===== src/rtl/pllsrch_pkg.sv =====
package pllsrch_pkg;

  localparam int M_W  = 8;
  localparam int N_W  = 7;
  localparam int DV_W = 3;

  typedef enum logic [2:0] {
    ST_IDLE,
    ST_SRC,
    ST_SRCW,
    ST_CAND,
    ST_CANDW,
    ST_FIN,
    ST_FINW
  } phase_t;

  // Control word layout: M[7:0], N[14:8], K[15], enable bit 17.
  function automatic logic [31:0] pack_word(input logic k,
                                            input logic [N_W-1:0] n,
                                            input logic [M_W-1:0] m);
    pack_word = 32'h0002_0000 | (32'(k) << 15) | (32'(n) << 8) | 32'(m);
  endfunction

endpackage


===== src/rtl/pllsrch_rst_sync.sv =====
module pllsrch_rst_sync (
  input  logic clk,
  input  logic rst_n,
  output logic rst_sync_n
);
  logic [1:0] sync_q;

  always_ff @(posedge clk or negedge rst_n) begin
    if (!rst_n) sync_q <= 2'b00;
    else        sync_q <= {sync_q[0], 1'b1};
  end

  assign rst_sync_n = sync_q[1];
endmodule


===== src/rtl/pllsrch_div.sv =====
module pllsrch_div #(
  parameter int NW = 34,
  parameter int DW = 11
) (
  input  logic          clk,
  input  logic          rst_n,
  input  logic          start,
  input  logic [NW-1:0] num,
  input  logic [DW-1:0] den,
  output logic          done,
  output logic [NW-1:0] quo
);
  localparam int CW = $clog2(NW + 1);

  logic [DW-1:0] rem_q, rem_n;
  logic [DW-1:0] den_q, den_n;
  logic [NW-1:0] quo_q, quo_n;
  logic [CW-1:0] cnt_q, cnt_n;
  logic          done_q, done_n;
  logic [DW:0]   shifted;
  logic [DW:0]   trial;
  logic          fits;

  always_comb begin
    shifted = {rem_q, quo_q[NW-1]};
    trial   = shifted - {1'b0, den_q};
    fits    = (shifted >= {1'b0, den_q});
    rem_n   = rem_q;
    den_n   = den_q;
    quo_n   = quo_q;
    cnt_n   = cnt_q;
    done_n  = 1'b0;
    if (start) begin
      rem_n = '0;
      den_n = den;
      quo_n = num;
      cnt_n = CW'(NW);
    end else if (cnt_q != '0) begin
      rem_n  = fits ? trial[DW-1:0] : shifted[DW-1:0];
      quo_n  = {quo_q[NW-2:0], fits};
      cnt_n  = cnt_q - 1'b1;
      done_n = (cnt_q == CW'(1));
    end
  end

  always_ff @(posedge clk or negedge rst_n) begin
    if (!rst_n) begin
      rem_q  <= '0;
      den_q  <= '0;
      quo_q  <= '0;
      cnt_q  <= '0;
      done_q <= 1'b0;
    end else begin
      rem_q  <= rem_n;
      den_q  <= den_n;
      quo_q  <= quo_n;
      cnt_q  <= cnt_n;
      done_q <= done_n;
    end
  end

  assign done = done_q;
  assign quo  = quo_q;
endmodule


===== src/rtl/pllsrch_sweep.sv =====
module pllsrch_sweep
  import pllsrch_pkg::*;
#(
  parameter int M_MIN  = 2,
  parameter int M_MAX  = 255,
  parameter int N_MIN  = 2,
  parameter int N_MAX  = 127,
  parameter int K_MAX  = 1,
  parameter int SH_MAX = 7,
  localparam int SH_W  = $clog2(SH_MAX + 1)
) (
  input  logic            clk,
  input  logic            rst_n,
  input  logic            init,
  input  logic            step,
  input  logic [DV_W-1:0] max_div,
  output logic [M_W-1:0]  m,
  output logic [N_W-1:0]  n,
  output logic            k,
  output logic [DV_W-1:0] dv,
  output logic [SH_W-1:0] sh,
  output logic            src_wrap,
  output logic            sweep_last
);
  logic [M_W-1:0]  m_q, m_n;
  logic [N_W-1:0]  n_q, n_n;
  logic            k_q, k_n;
  logic [DV_W-1:0] dv_q, dv_n, md_q, md_n;
  logic [SH_W-1:0] sh_q, sh_n;
  logic sh_last, dv_last, k_last, n_last, m_last;

  always_comb begin
    sh_last    = (sh_q == SH_W'(SH_MAX));
    dv_last    = ({1'b0, dv_q} + 4'd2) > {1'b0, md_q};
    k_last     = (k_q == 1'(K_MAX));
    n_last     = (n_q == N_W'(N_MAX));
    m_last     = (m_q == M_W'(M_MAX));
    src_wrap   = sh_last && dv_last && k_last;
    sweep_last = src_wrap && n_last && m_last;

    m_n = m_q; n_n = n_q; k_n = k_q; dv_n = dv_q; sh_n = sh_q; md_n = md_q;
    if (init) begin
      m_n  = M_W'(M_MIN);
      n_n  = N_W'(N_MIN);
      k_n  = 1'b0;
      dv_n = DV_W'(1);
      sh_n = '0;
      md_n = max_div;
    end else if (step && !sweep_last) begin
      if (!sh_last) begin
        sh_n = sh_q + 1'b1;
      end else begin
        sh_n = '0;
        if (!dv_last) begin
          dv_n = dv_q + DV_W'(2);
        end else begin
          dv_n = DV_W'(1);
          if (!k_last) begin
            k_n = 1'b1;
          end else begin
            k_n = 1'b0;
            if (!n_last) begin
              n_n = n_q + 1'b1;
            end else begin
              n_n = N_W'(N_MIN);
              m_n = m_q + 1'b1;
            end
          end
        end
      end
    end
  end

  always_ff @(posedge clk or negedge rst_n) begin
    if (!rst_n) begin
      m_q <= '0; n_q <= '0; k_q <= 1'b0; dv_q <= '0; sh_q <= '0; md_q <= '0;
    end else begin
      m_q <= m_n; n_q <= n_n; k_q <= k_n; dv_q <= dv_n; sh_q <= sh_n; md_q <= md_n;
    end
  end

  assign m  = m_q;
  assign n  = n_q;
  assign k  = k_q;
  assign dv = dv_q;
  assign sh = sh_q;
endmodule


===== src/rtl/pllsrch_best.sv =====
module pllsrch_best
  import pllsrch_pkg::*;
#(
  parameter int NW   = 34,
  parameter int EW   = 35,
  parameter int SH_W = 3
) (
  input  logic            clk,
  input  logic            rst_n,
  input  logic            clear,
  input  logic            cand_valid,
  input  logic [NW-1:0]   cand,
  input  logic [EW-1:0]   req,
  input  logic [NW-1:0]   src,
  input  logic [M_W-1:0]  m,
  input  logic [N_W-1:0]  n,
  input  logic            k,
  input  logic [DV_W-1:0] dv,
  input  logic [SH_W-1:0] sh,
  output logic [M_W-1:0]  best_m,
  output logic [N_W-1:0]  best_n,
  output logic            best_k,
  output logic [DV_W-1:0] best_dv,
  output logic [SH_W-1:0] best_sh,
  output logic [NW-1:0]   best_src,
  output logic [EW-1:0]   best_err
);
  localparam logic [EW-1:0] ERR_INIT = EW'(999_999_999);

  logic [EW-1:0]   cand_e, err;
  logic            better;
  logic [M_W-1:0]  m_q, m_n;
  logic [N_W-1:0]  n_q, n_n;
  logic            k_q, k_n;
  logic [DV_W-1:0] dv_q, dv_n;
  logic [SH_W-1:0] sh_q, sh_n;
  logic [NW-1:0]   src_q, src_n;
  logic [EW-1:0]   err_q, err_n;

  always_comb begin
    cand_e = EW'(cand);
    err    = (cand_e >= req) ? (cand_e - req) : (req - cand_e);
    better = cand_valid && (err < err_q);
    m_n = m_q; n_n = n_q; k_n = k_q; dv_n = dv_q; sh_n = sh_q;
    src_n = src_q; err_n = err_q;
    if (clear) begin
      m_n = '0; n_n = '0; k_n = 1'b0; dv_n = '0; sh_n = '0;
      src_n = '0; err_n = ERR_INIT;
    end else if (better) begin
      m_n = m; n_n = n; k_n = k; dv_n = dv; sh_n = sh;
      src_n = src; err_n = err;
    end
  end

  always_ff @(posedge clk or negedge rst_n) begin
    if (!rst_n) begin
      m_q <= '0; n_q <= '0; k_q <= 1'b0; dv_q <= '0; sh_q <= '0;
      src_q <= '0; err_q <= ERR_INIT;
    end else begin
      m_q <= m_n; n_q <= n_n; k_q <= k_n; dv_q <= dv_n; sh_q <= sh_n;
      src_q <= src_n; err_q <= err_n;
    end
  end

  assign best_m   = m_q;
  assign best_n   = n_q;
  assign best_k   = k_q;
  assign best_dv  = dv_q;
  assign best_sh  = sh_q;
  assign best_src = src_q;
  assign best_err = err_q;
endmodule


===== src/rtl/pllsrch_engine.sv =====
module pllsrch_engine
  import pllsrch_pkg::*;
#(
  parameter longint REF_HZ = 24_000_000,
  parameter int M_MIN  = 2,
  parameter int M_MAX  = 255,
  parameter int N_MIN  = 2,
  parameter int N_MAX  = 127,
  parameter int K_MAX  = 1,
  parameter int SH_MAX = 7,
  parameter int FW     = 32,
  localparam int SH_W  = $clog2(SH_MAX + 1)
) (
  input  logic            clk,
  input  logic            rst_n,
  input  logic            start,
  input  logic [FW-1:0]   req_freq,
  input  logic [DV_W-1:0] max_div,
  output logic            busy,
  output logic            done,
  output logic [M_W-1:0]  m_out,
  output logic [N_W-1:0]  n_out,
  output logic            k_out,
  output logic [DV_W-1:0] div_out,
  output logic [SH_W-1:0] shift_out,
  output logic [FW-1:0]   achieved_freq,
  output logic [31:0]     pll_word
);
  localparam int NW    = $clog2(REF_HZ * M_MAX) + 1;
  localparam int EW    = ((NW > FW) ? NW : FW) + 1;
  localparam int DEN_W = DV_W + SH_MAX + 1;

  logic            rst_q;
  phase_t          st_q, st_n;
  logic [FW-1:0]   req_q, req_n;
  logic [NW-1:0]   qmn_q, qmn_n;
  logic [FW-1:0]   ach_q, ach_n;
  logic            done_q, done_n;

  logic            sw_init, sw_step, sw_wrap, sw_last;
  logic            best_clr, cand_vld;
  logic [M_W-1:0]  cur_m;
  logic [N_W-1:0]  cur_n;
  logic            cur_k;
  logic [DV_W-1:0] cur_dv;
  logic [SH_W-1:0] cur_sh;
  logic [M_W-1:0]  best_m;
  logic [N_W-1:0]  best_n;
  logic            best_k;
  logic [DV_W-1:0] best_dv;
  logic [SH_W-1:0] best_sh;
  logic [NW-1:0]   best_src;
  logic [EW-1:0]   best_err;

  logic            div_go, div_done;
  logic [NW-1:0]   div_num, div_quo;
  logic [DEN_W-1:0] div_den;
  logic [NW-1:0]   src_cur;
  logic [DEN_W-1:0] den_cand, den_best;

  pllsrch_rst_sync u_rst (.clk(clk), .rst_n(rst_n), .rst_sync_n(rst_q));

  pllsrch_sweep #(
    .M_MIN(M_MIN), .M_MAX(M_MAX), .N_MIN(N_MIN), .N_MAX(N_MAX),
    .K_MAX(K_MAX), .SH_MAX(SH_MAX)
  ) u_sweep (
    .clk(clk), .rst_n(rst_q), .init(sw_init), .step(sw_step), .max_div(max_div),
    .m(cur_m), .n(cur_n), .k(cur_k), .dv(cur_dv), .sh(cur_sh),
    .src_wrap(sw_wrap), .sweep_last(sw_last)
  );

  pllsrch_div #(.NW(NW), .DW(DEN_W)) u_div (
    .clk(clk), .rst_n(rst_q), .start(div_go), .num(div_num), .den(div_den),
    .done(div_done), .quo(div_quo)
  );

  pllsrch_best #(.NW(NW), .EW(EW), .SH_W(SH_W)) u_best (
    .clk(clk), .rst_n(rst_q), .clear(best_clr), .cand_valid(cand_vld),
    .cand(div_quo), .req(EW'(req_q)), .src(src_cur),
    .m(cur_m), .n(cur_n), .k(cur_k), .dv(cur_dv), .sh(cur_sh),
    .best_m(best_m), .best_n(best_n), .best_k(best_k), .best_dv(best_dv),
    .best_sh(best_sh), .best_src(best_src), .best_err(best_err)
  );

  // Divider operand selection by phase.
  always_comb begin
    src_cur  = qmn_q >> cur_k;
    den_cand = DEN_W'(cur_dv) << cur_sh;
    den_best = (DEN_W'(best_dv) << best_sh) << 1;
    div_num  = '0;
    div_den  = '0;
    case (st_q)
      ST_SRC:  begin div_num = NW'(REF_HZ * cur_m);                div_den = DEN_W'(cur_n); end
      ST_CAND: begin div_num = src_cur + NW'(den_cand >> 1);       div_den = den_cand;      end
      ST_FIN:  begin div_num = best_src;                            div_den = den_best;      end
      default: ;
    endcase
  end

  // Sequencer next state.
  always_comb begin
    st_n = st_q; req_n = req_q; qmn_n = qmn_q; ach_n = ach_q; done_n = 1'b0;
    sw_init = 1'b0; sw_step = 1'b0; best_clr = 1'b0; cand_vld = 1'b0; div_go = 1'b0;
    case (st_q)
      ST_IDLE: if (start) begin
        st_n = ST_SRC; req_n = req_freq; sw_init = 1'b1; best_clr = 1'b1;
      end
      ST_SRC:  begin div_go = 1'b1; st_n = ST_SRCW; end
      ST_SRCW: if (div_done) begin qmn_n = div_quo; st_n = ST_CAND; end
      ST_CAND: begin div_go = 1'b1; st_n = ST_CANDW; end
      ST_CANDW: if (div_done) begin
        cand_vld = 1'b1;
        sw_step  = 1'b1;
        if (sw_last)      st_n = ST_FIN;
        else if (sw_wrap) st_n = ST_SRC;
        else              st_n = ST_CAND;
      end
      ST_FIN: if (best_dv == '0) begin
        ach_n = '0; done_n = 1'b1; st_n = ST_IDLE;
      end else begin
        div_go = 1'b1; st_n = ST_FINW;
      end
      ST_FINW: if (div_done) begin
        ach_n = FW'(div_quo); done_n = 1'b1; st_n = ST_IDLE;
      end
      default: st_n = ST_IDLE;
    endcase
  end

  always_ff @(posedge clk or negedge rst_q) begin
    if (!rst_q) begin
      st_q   <= ST_IDLE;
      req_q  <= '0;
      qmn_q  <= '0;
      ach_q  <= '0;
      done_q <= 1'b0;
    end else begin
      st_q   <= st_n;
      req_q  <= req_n;
      qmn_q  <= qmn_n;
      ach_q  <= ach_n;
      done_q <= done_n;
    end
  end

  assign busy          = (st_q != ST_IDLE);
  assign done          = done_q;
  assign m_out         = best_m;
  assign n_out         = best_n;
  assign k_out         = best_k;
  assign div_out       = best_dv;
  assign shift_out     = best_sh;
  assign achieved_freq = ach_q;
  assign pll_word      = pack_word(best_k, best_n, best_m);
endmodule


===== config.mk =====
export PLATFORM = sky130hd
export DESIGN_NAME = pllsrch_engine
export DESIGN_NICKNAME = d
export VERILOG_FILES = /design/src/rtl/pllsrch_pkg.sv /design/src/rtl/pllsrch_rst_sync.sv /design/src/rtl/pllsrch_div.sv /design/src/rtl/pllsrch_sweep.sv /design/src/rtl/pllsrch_best.sv /design/src/rtl/pllsrch_engine.sv
export SDC_FILE = /design/constraint.sdc
export NUM_CORES = 1
export LEC_CHECK = 0
export BUFFER_PORTS_ARGS = -buffer_cell sky130_fd_sc_hd__buf_2
export CAP_MARGIN = 20
export CORE_MARGIN = 2
export CORE_UTILIZATION = 52
export DETAILED_ROUTE_END_ITERATION = 8
export GPL_TIMING_DRIVEN = 0
export PLACE_DENSITY = 0.76
export SYNTH_ARGS = -nofsm -noshare
export SYNTH_HDL_FRONTEND = slang
export SYNTH_HIERARCHICAL = 1
export SYNTH_SLANG_ARGS = --single-unit

===== constraint.sdc =====
create_clock -name clk -period 13.6 [get_ports clk]
set_input_delay 2.72 -clock clk [delete_from_list [all_inputs] [get_ports clk]]
set_output_delay 2.72 -clock clk [all_outputs]
set_load 0.005 [all_outputs]

---- After elaboration in Yosys (flattened, before gate mapping) ----
Index checks and enable logic that the tools add are counted.
word-level totals
  output and inout bits ................... 88
  flip-flop bits (word level) ............. 283
  logic and storage cells ................. 156
  RAM bits ................................ 0
  memories ................................ 0
  ROM bits ................................ 0
  input bits .............................. 38
  latch bits .............................. 0
operators by class
  equality and inequality tests ........... 15
  div/mod/pow operators ................... 0
  reductions and logical operators ........ 28
  $add $sub $neg .......................... 10
  order comparisons ....................... 4
  multiplexer cells ....................... 69
  shift operators ......................... 3
  multipliers ............................. 1
  bitwise operators ....................... 2
operators with widths
  cell                     count
  $mux W34                 4
  $mux W35                 3
  $pmux W34 S3             1
  $mux W32                 2
  $mux W8                  8
  $pmux W32 S2             1
  $mux W7                  8
  $mux W3                  17
  $lt A35 B35 Y1           1
  $sub A32 B34 Y35         1
  $sub A34 B32 Y35         1
  $add A34 B10 Y34         1
  $ge A34 B32 Y1           1
  $shr A34 B1 Y34          1
  $mux W11                 3
  $pmux W11 S3             1
  $mul A16 B8 Y24 const A  1
  $pmux W3 S7              1
  $or A18 B15 Y18          1
  $or A18 B8 Y18           1
  $reduce_bool A2 Y1       8
  $mux W1                  15
  $eq A3 B3 Y1 const B     4
  $ge A12 B11 Y1           1
  30 further kinds         46

---- Depth between registers and ports, before layout ----
  word-level depth ........................ 10
  gate-level depth with buffers ........... 26
  gate-level depth less buffers ........... 23

---- Modules after synthesis ----
The synthesis kept the hierarchy.
modules (own cells, without submodules)
  module            instances  area an instance (sq um)  sequential area each (sq um)  cells each
  pllsrch_engine    1          9131.3                    2552.4                        1022
  pllsrch_best      1          8680.8                    2303.5                        1105
  pllsrch_div       1          3404.5                    1576.5                        361
  pllsrch_sweep     1          1411.4                    625.6                         148
  pllsrch_rst_sync  1          53.8                      50.0                          3

---- Worst setup path after synthesis ----
No wires, ideal clock.
  path type ............................... flip-flop to flip-flop
  from .................................... register u_div.quo_q[0] (netlist: u_div/quo[0])
  to ...................................... register u_best.err_q[32] (netlist: u_best/best_err[32])
  arrival time ............................ 4919 ps
  setup time .............................. 87 ps
  setup slack ............................. 8594 ps
  period minus slack after synthesis ...... 5006 ps
  stages on the path, launching flop included .. 25
  buffers on the path ..................... 1
  path through ............................ dfrtp_1 > inv_1 > ha_1 > inv_1 > fa_1 > a211oi_1 > o21bai_1 > a21o_1 > a31oi_1 > o21ai_0 > a21oi_1 > nor3_1 > nor4_1 > nor2_1 > ha_1 > a21o_1 > a21o_1 > a211o_1 > o211ai_1 > a21oi_1 > a211o_1 > or3_1 > clkbuf_1 > a2111o_1 > o211ai_1
on the way
  word-level cells in the longest chain between the ends .. 5
  elaborated cells between the ends (all ways) .. 9
  those cells by class .................... 2 x add/sub; 2 x order compare; 3 x mux; 2 x reduce/logical
RTL lines
  element                                         line                RTL
  from (decl)                                     pllsrch_div.sv:17   logic [NW-1:0] quo_q, quo_n;
  from (signal assigned)                          pllsrch_div.sv:56   quo_q <= quo_n;
  $sub A32 B34 Y35, or another cell as far along  pllsrch_best.sv:42  err = (cand_e >= req) ? (cand_e - req) : (req - cand_e);
  $mux W35 (*)                                    pllsrch_best.sv:42
  $lt A35 B35 Y1                                  pllsrch_best.sv:43  better = cand_valid && (err < err_q);
  $logic_and A1 B1 Y1                             pllsrch_best.sv:43
  $reduce_bool A2 Y1 (no line)                    --
  to (signal assigned)                            pllsrch_best.sv:61  src_q <= src_n; err_q <= err_n;
  to (decl)                                       pllsrch_best.sv:38  logic [EW-1:0] err_q, err_n;
Every way passes the cells marked *; elsewhere a longest branch is shown, timed or not. The select of a mux whose other input is x is not followed.
A chain may end at the register's enable or synchronous reset.

---- Final worst setup path ----
  from .................................... register u_div.quo_q[1] (netlist: u_div/quo[1])
  to ...................................... register u_best.n_q[0] (netlist: u_best/best_n[0])
on the way
  word-level cells in the longest chain between the ends .. 5
  elaborated cells between the ends (all ways) .. 7
  those cells by class .................... 2 x add/sub; 2 x order compare; 1 x mux; 2 x reduce/logical
RTL lines
  element                                         line                RTL
  $sub A32 B34 Y35, or another cell as far along  pllsrch_best.sv:42
  $mux W35 (*)                                    pllsrch_best.sv:42
  $lt A35 B35 Y1 (*)                              pllsrch_best.sv:43
  $logic_and A1 B1 Y1 (*)                         pllsrch_best.sv:43
  $reduce_bool A2 Y1 (no line) (*)                --
  to (signal assigned)                            pllsrch_best.sv:60  m_q <= m_n; n_q <= n_n; k_q <= k_n; dv_q <= dv_n; sh_q <= sh_n;
  to (decl)                                       pllsrch_best.sv:33  logic [N_W-1:0] n_q, n_n;
Every way passes the cells marked *; elsewhere a longest branch is shown, timed or not.

==> run summary <==
## Yosys
• 283 — FF+latch count, synth
• 8.595 um2 — average cell area after synthesis
• 100.0% — Post-synth ARST share
• 31.34% — part of the Yosys area used for sequential elements
• 2639 — number of instances in the synthesized netlist
• dfrtp_1 — commonest register cell after synthesis
• 6 — Synth Warn #
• 112 — distinct cell type count after synthesis
• 22680 um2 — area of the mapped netlist
• 0 — number of enable flip-flop cells after synthesis

## CTS
• clkbuf_16 — cell at the root of the clock tree
• 0 — CTS Hold Buffers Added
• 283 — number of sinks driven by the clock tree
• done — TritonCTS clock tree
• 0.57 ns — later-pin clock latency in the skew report
• 3 — Clock Path Buffers
• 2 — CTS H-Tree Depth
• 0 — Resize count post-CTS
• 34 — Num CTS Buffers
• 0.06 ns — clock slew seen by the registers of the worst setup and hold paths
• 0 — buffers inserted by post-CTS timing repair

## Floorplan
• 126 — number of I/O pins
• 76 — total number of placement rows
• 212.9 um — die span in x
• 212.9 um — die height
• 43080 um2 — core region area
• 45310 um2 — die footprint
• 52.65% — initial core utilization

## Setup path
• dfrtp_1 — master of the slowest instance on the critical path
• 20 — Worst Reg-to-Reg Cells
• 10 — CP max FO
• u_div/quo[1] — critical path startpoint
• register — crit end category
• 14.08 ns — required time of the critical path
• inv_1 > ha_1 > nor2b_1 > o311a_1 > o21ai_1 > a21oi_2 > o21ai_1 > nand2_1 > buf_2 > o211ai_1 > xor2_1 > ha_1 > o2111ai_1 > o21a_1 > o311a_1 > o21ai_1 > buf_2 > buf_1 > nand2_1 > a21oi_1 — worst-path cell chain
• 4 — Buf+Inv Stages, Crit Path
• reg2reg — type of the worst setup path
• u_div/quo[1] — FF-to-FF Start
• o21ai_1 — most used cell along the critical path
• 20 — stages on the worst setup path
• compound AO/OA/AOI/OAI gates — dominant delay contributor by cell family on the critical path
• 0.66 ns — highest cell delay on the worst timing path
• register — Worst Setup Start Kind
• 7.47 ns — worst path arrival time

## Placement
• 1.012 — routability congestion estimate
• 6.868 ns — worst slack, placed
• 3359 — placed cell count
• 57890 um — HPWL after detailed placement
• 109 — I/O Buffers

## Global routing
• 0 — Remaining Overflow, GRT
• 32.51% — GRT Util Overall
• 113100 um — global-route wire length before repair
• 70 — pin count of the biggest net entering global routing
• 0 — number of antenna violations at the first check in global routing
• 20.08k — number of global-route vias before repair

## Job
• 0 — total of max-cap violations

## Route
• 73320 um — total length of routed wires
• 20.35k — vias after detailed routing
• 0 — Post-route DRC
• 6 — Initial DRT Pass Iterations
• 21.44 um — average wire per cell in the routed design
• 0 — antenna viol nets, final
• 1527 — Detailed Route Iter0 Violations
• 5.949 — average vias per placed instance

## Cells and area
• 3887 — fill cell count
• 11.54% — signed area change from the synthesized netlist to the final layout
• 14.67% — fraction of final layout cells sized beyond drive strength 1
• 3081 — final-stage net count
• 3420 — number of non-filler instances in the completed layout
• 0 — final antenna diode count

## Timing
• 0 — final count of hold timing violations
• 0 — final max-slew violation count
• 6.613 ns — Worst Slack Setup Final
• 6.987 ns — final critical delay including setup and external delays
• 51.38% — portion of the clock cycle consumed by the worst path in the final layout
• 1.046 ns — slew of the pin with the lowest slew margin
• 143.1 MHz — Peak Freq
• 30.25% — max_slew headroom
• no — RSZ-0062 raised after global routing
• 0.02455 ns — worst clock skew
• 0 ns — setup TNS
• 0 — setup violation total in the final timing report

## Power and ir drop
• 4.310 mW — Final Power
• 0.1123 mV — worst-case vdd ir drop
• 12.02 nW — total leakage power
• 170.4 nW/um2 — cell area power density

## Min path
• reg2async — kind of path behind the tightest hold check

## Status
• finished, final reports clean — status

[power by group]
group	leakage, nW	total [mW]	switching [mW]	internal, mW
Sequential	3.49	1.15	0.202	0.949
Combinational	7.97	2.21	1.36	0.851
Clock	0.565	0.950	0.395	0.555
Total	12.0	4.31	1.96	2.35
[cells by family after synthesis]
| kind of cell | share of synthesized area (%) |
|---|---|
| other | 0.04964 |
| AO/OA/AOI/OAI | 20.92 |
| multiplexers | 6.730 |
| adder cells (fa/ha/maj) | 14.04 |
| flip-flops | 31.34 |
| buffers and inverters | 7.563 |
| AND/OR/NAND/NOR | 15.88 |
| XOR/XNOR | 3.475 |
[worst paths after layout]
check | to | slack (ns)
max | u_best/best_n[0] | 6.61
min | u_best/best_src[19] | 0.32
max reg2reg | u_best/best_n[0] | 6.61
min reg2reg | u_best/best_src[19] | 0.32
max in group asynchronous | u_rst/sync_q[1] | 11.55
min in group clk | u_rst/sync_q[1] | 0.35
[cell usage in the layout, fill, tap and decap left out, types with 35 or more instances in the layout]
| cell type | count |
|---|---|
| a21oi_1 | 216 |
| nor2_1 | 104 |
| clkbuf_1 | 66 |
| nand3_1 | 44 |
| nand4_1 | 37 |
| fa_1 | 36 |
| mux2_2 | 78 |
| buf_2 | 158 |
| buf_4 | 39 |
| clkbuf_16 | 35 |
| nand2_1 | 396 |
| ha_1 | 197 |
| inv_1 | 230 |
| o21ai_0 | 180 |
| dfrtp_1 | 261 |
| xnor2_1 | 56 |
| a21o_1 | 51 |
| mux2i_1 | 61 |
[stage by stage]
step                      hold WS, ns  utilization, %  area, um2
after floorplan                0.3312               -      22760
after global placement         0.3365           55.80      24040
after detailed placement       0.3371           56.08      24160
after CTS                      0.3479           58.73      25300
after global routing           0.3676           58.73      25300
final                          0.3244           58.73      25300
[worst reg2reg max path, stage by stage, from the launching register on]
cell and delay [ns]:
dfrtp_1 0.66, inv_1 0.17, ha_1 0.36, nor2b_1 0.15, o311a_1 0.34, o21ai_1 0.49, a21oi_2 0.13, o21ai_1 0.41
nand2_1 0.19, buf_2 0.29, o211ai_1 0.26, xor2_1 0.60, ha_1 0.25, o2111ai_1 0.11, o21a_1 0.23, o311a_1 0.38
o21ai_1 0.59, buf_2 0.47, buf_1 0.54, nand2_1 0.12, a21oi_1 0.18
[cells in the mapped netlist (14+ instances only)]
master	number	area (um2)
a211oi_1	20	150.1
a21o_1	51	382.9
a21oi_1	216	1081
a22oi_1	19	142.6
buf_2	48	240.2
buf_4	39	292.8
clkbuf_1	60	225.2
dfrtp_1	262	6556
dfstp_2	21	551.8
fa_1	36	720.7
ha_1	197	2465
inv_1	230	863.3
mux2_2	78	878.3
mux2i_1	61	610.6
nand2_1	396	1486
nand2b_1	31	193.9
nand3_1	44	220.2
nand4_1	37	231.5
nor2_1	104	390.4
nor2b_1	17	106.4
nor3_1	29	145.1
nor4_1	15	93.84
o211ai_1	18	135.1
o21a_1	24	180.2
o21ai_0	180	900.9
o21ai_1	14	70.07
o21bai_1	18	135.1
xnor2_1	56	490.5
xor2_1	34	297.8
[state kept, by name, indices dropped and copies added (netlist names), 11 cells and up]
register and count:
achieved_freq 32, req_q 32, u_div/den_q 11, u_div/quo 34, qmn_q 34, u_best/best_err 35
u_best/best_src 34, u_div/rem_q 11
[metal layers]
layer	share of wire, %	vias to the layer above	track usage [%]
li1	-	9552	-
met1	41	9901	40.24
met2	48	731	55.60
met3	5.6	162	4.692
met4	5.1	0	15.89
met5	0	-	0
[layout make-up]
class	count	area [um2]	area share, %
Buffer	163	852.1	3.368
Clock buffer	48	994.7	3.932
Clock inverter	13	147.6	0.5836
Inverter	230	863.3	3.412
Multi-Input combinational cell	1984	13940	55.09
Sequential cell	283	7112	28.11
Tap cell	585	732.0	2.893
Timing Repair Buffer	114	660.6	2.611
(Power assumes the default switching activity.)
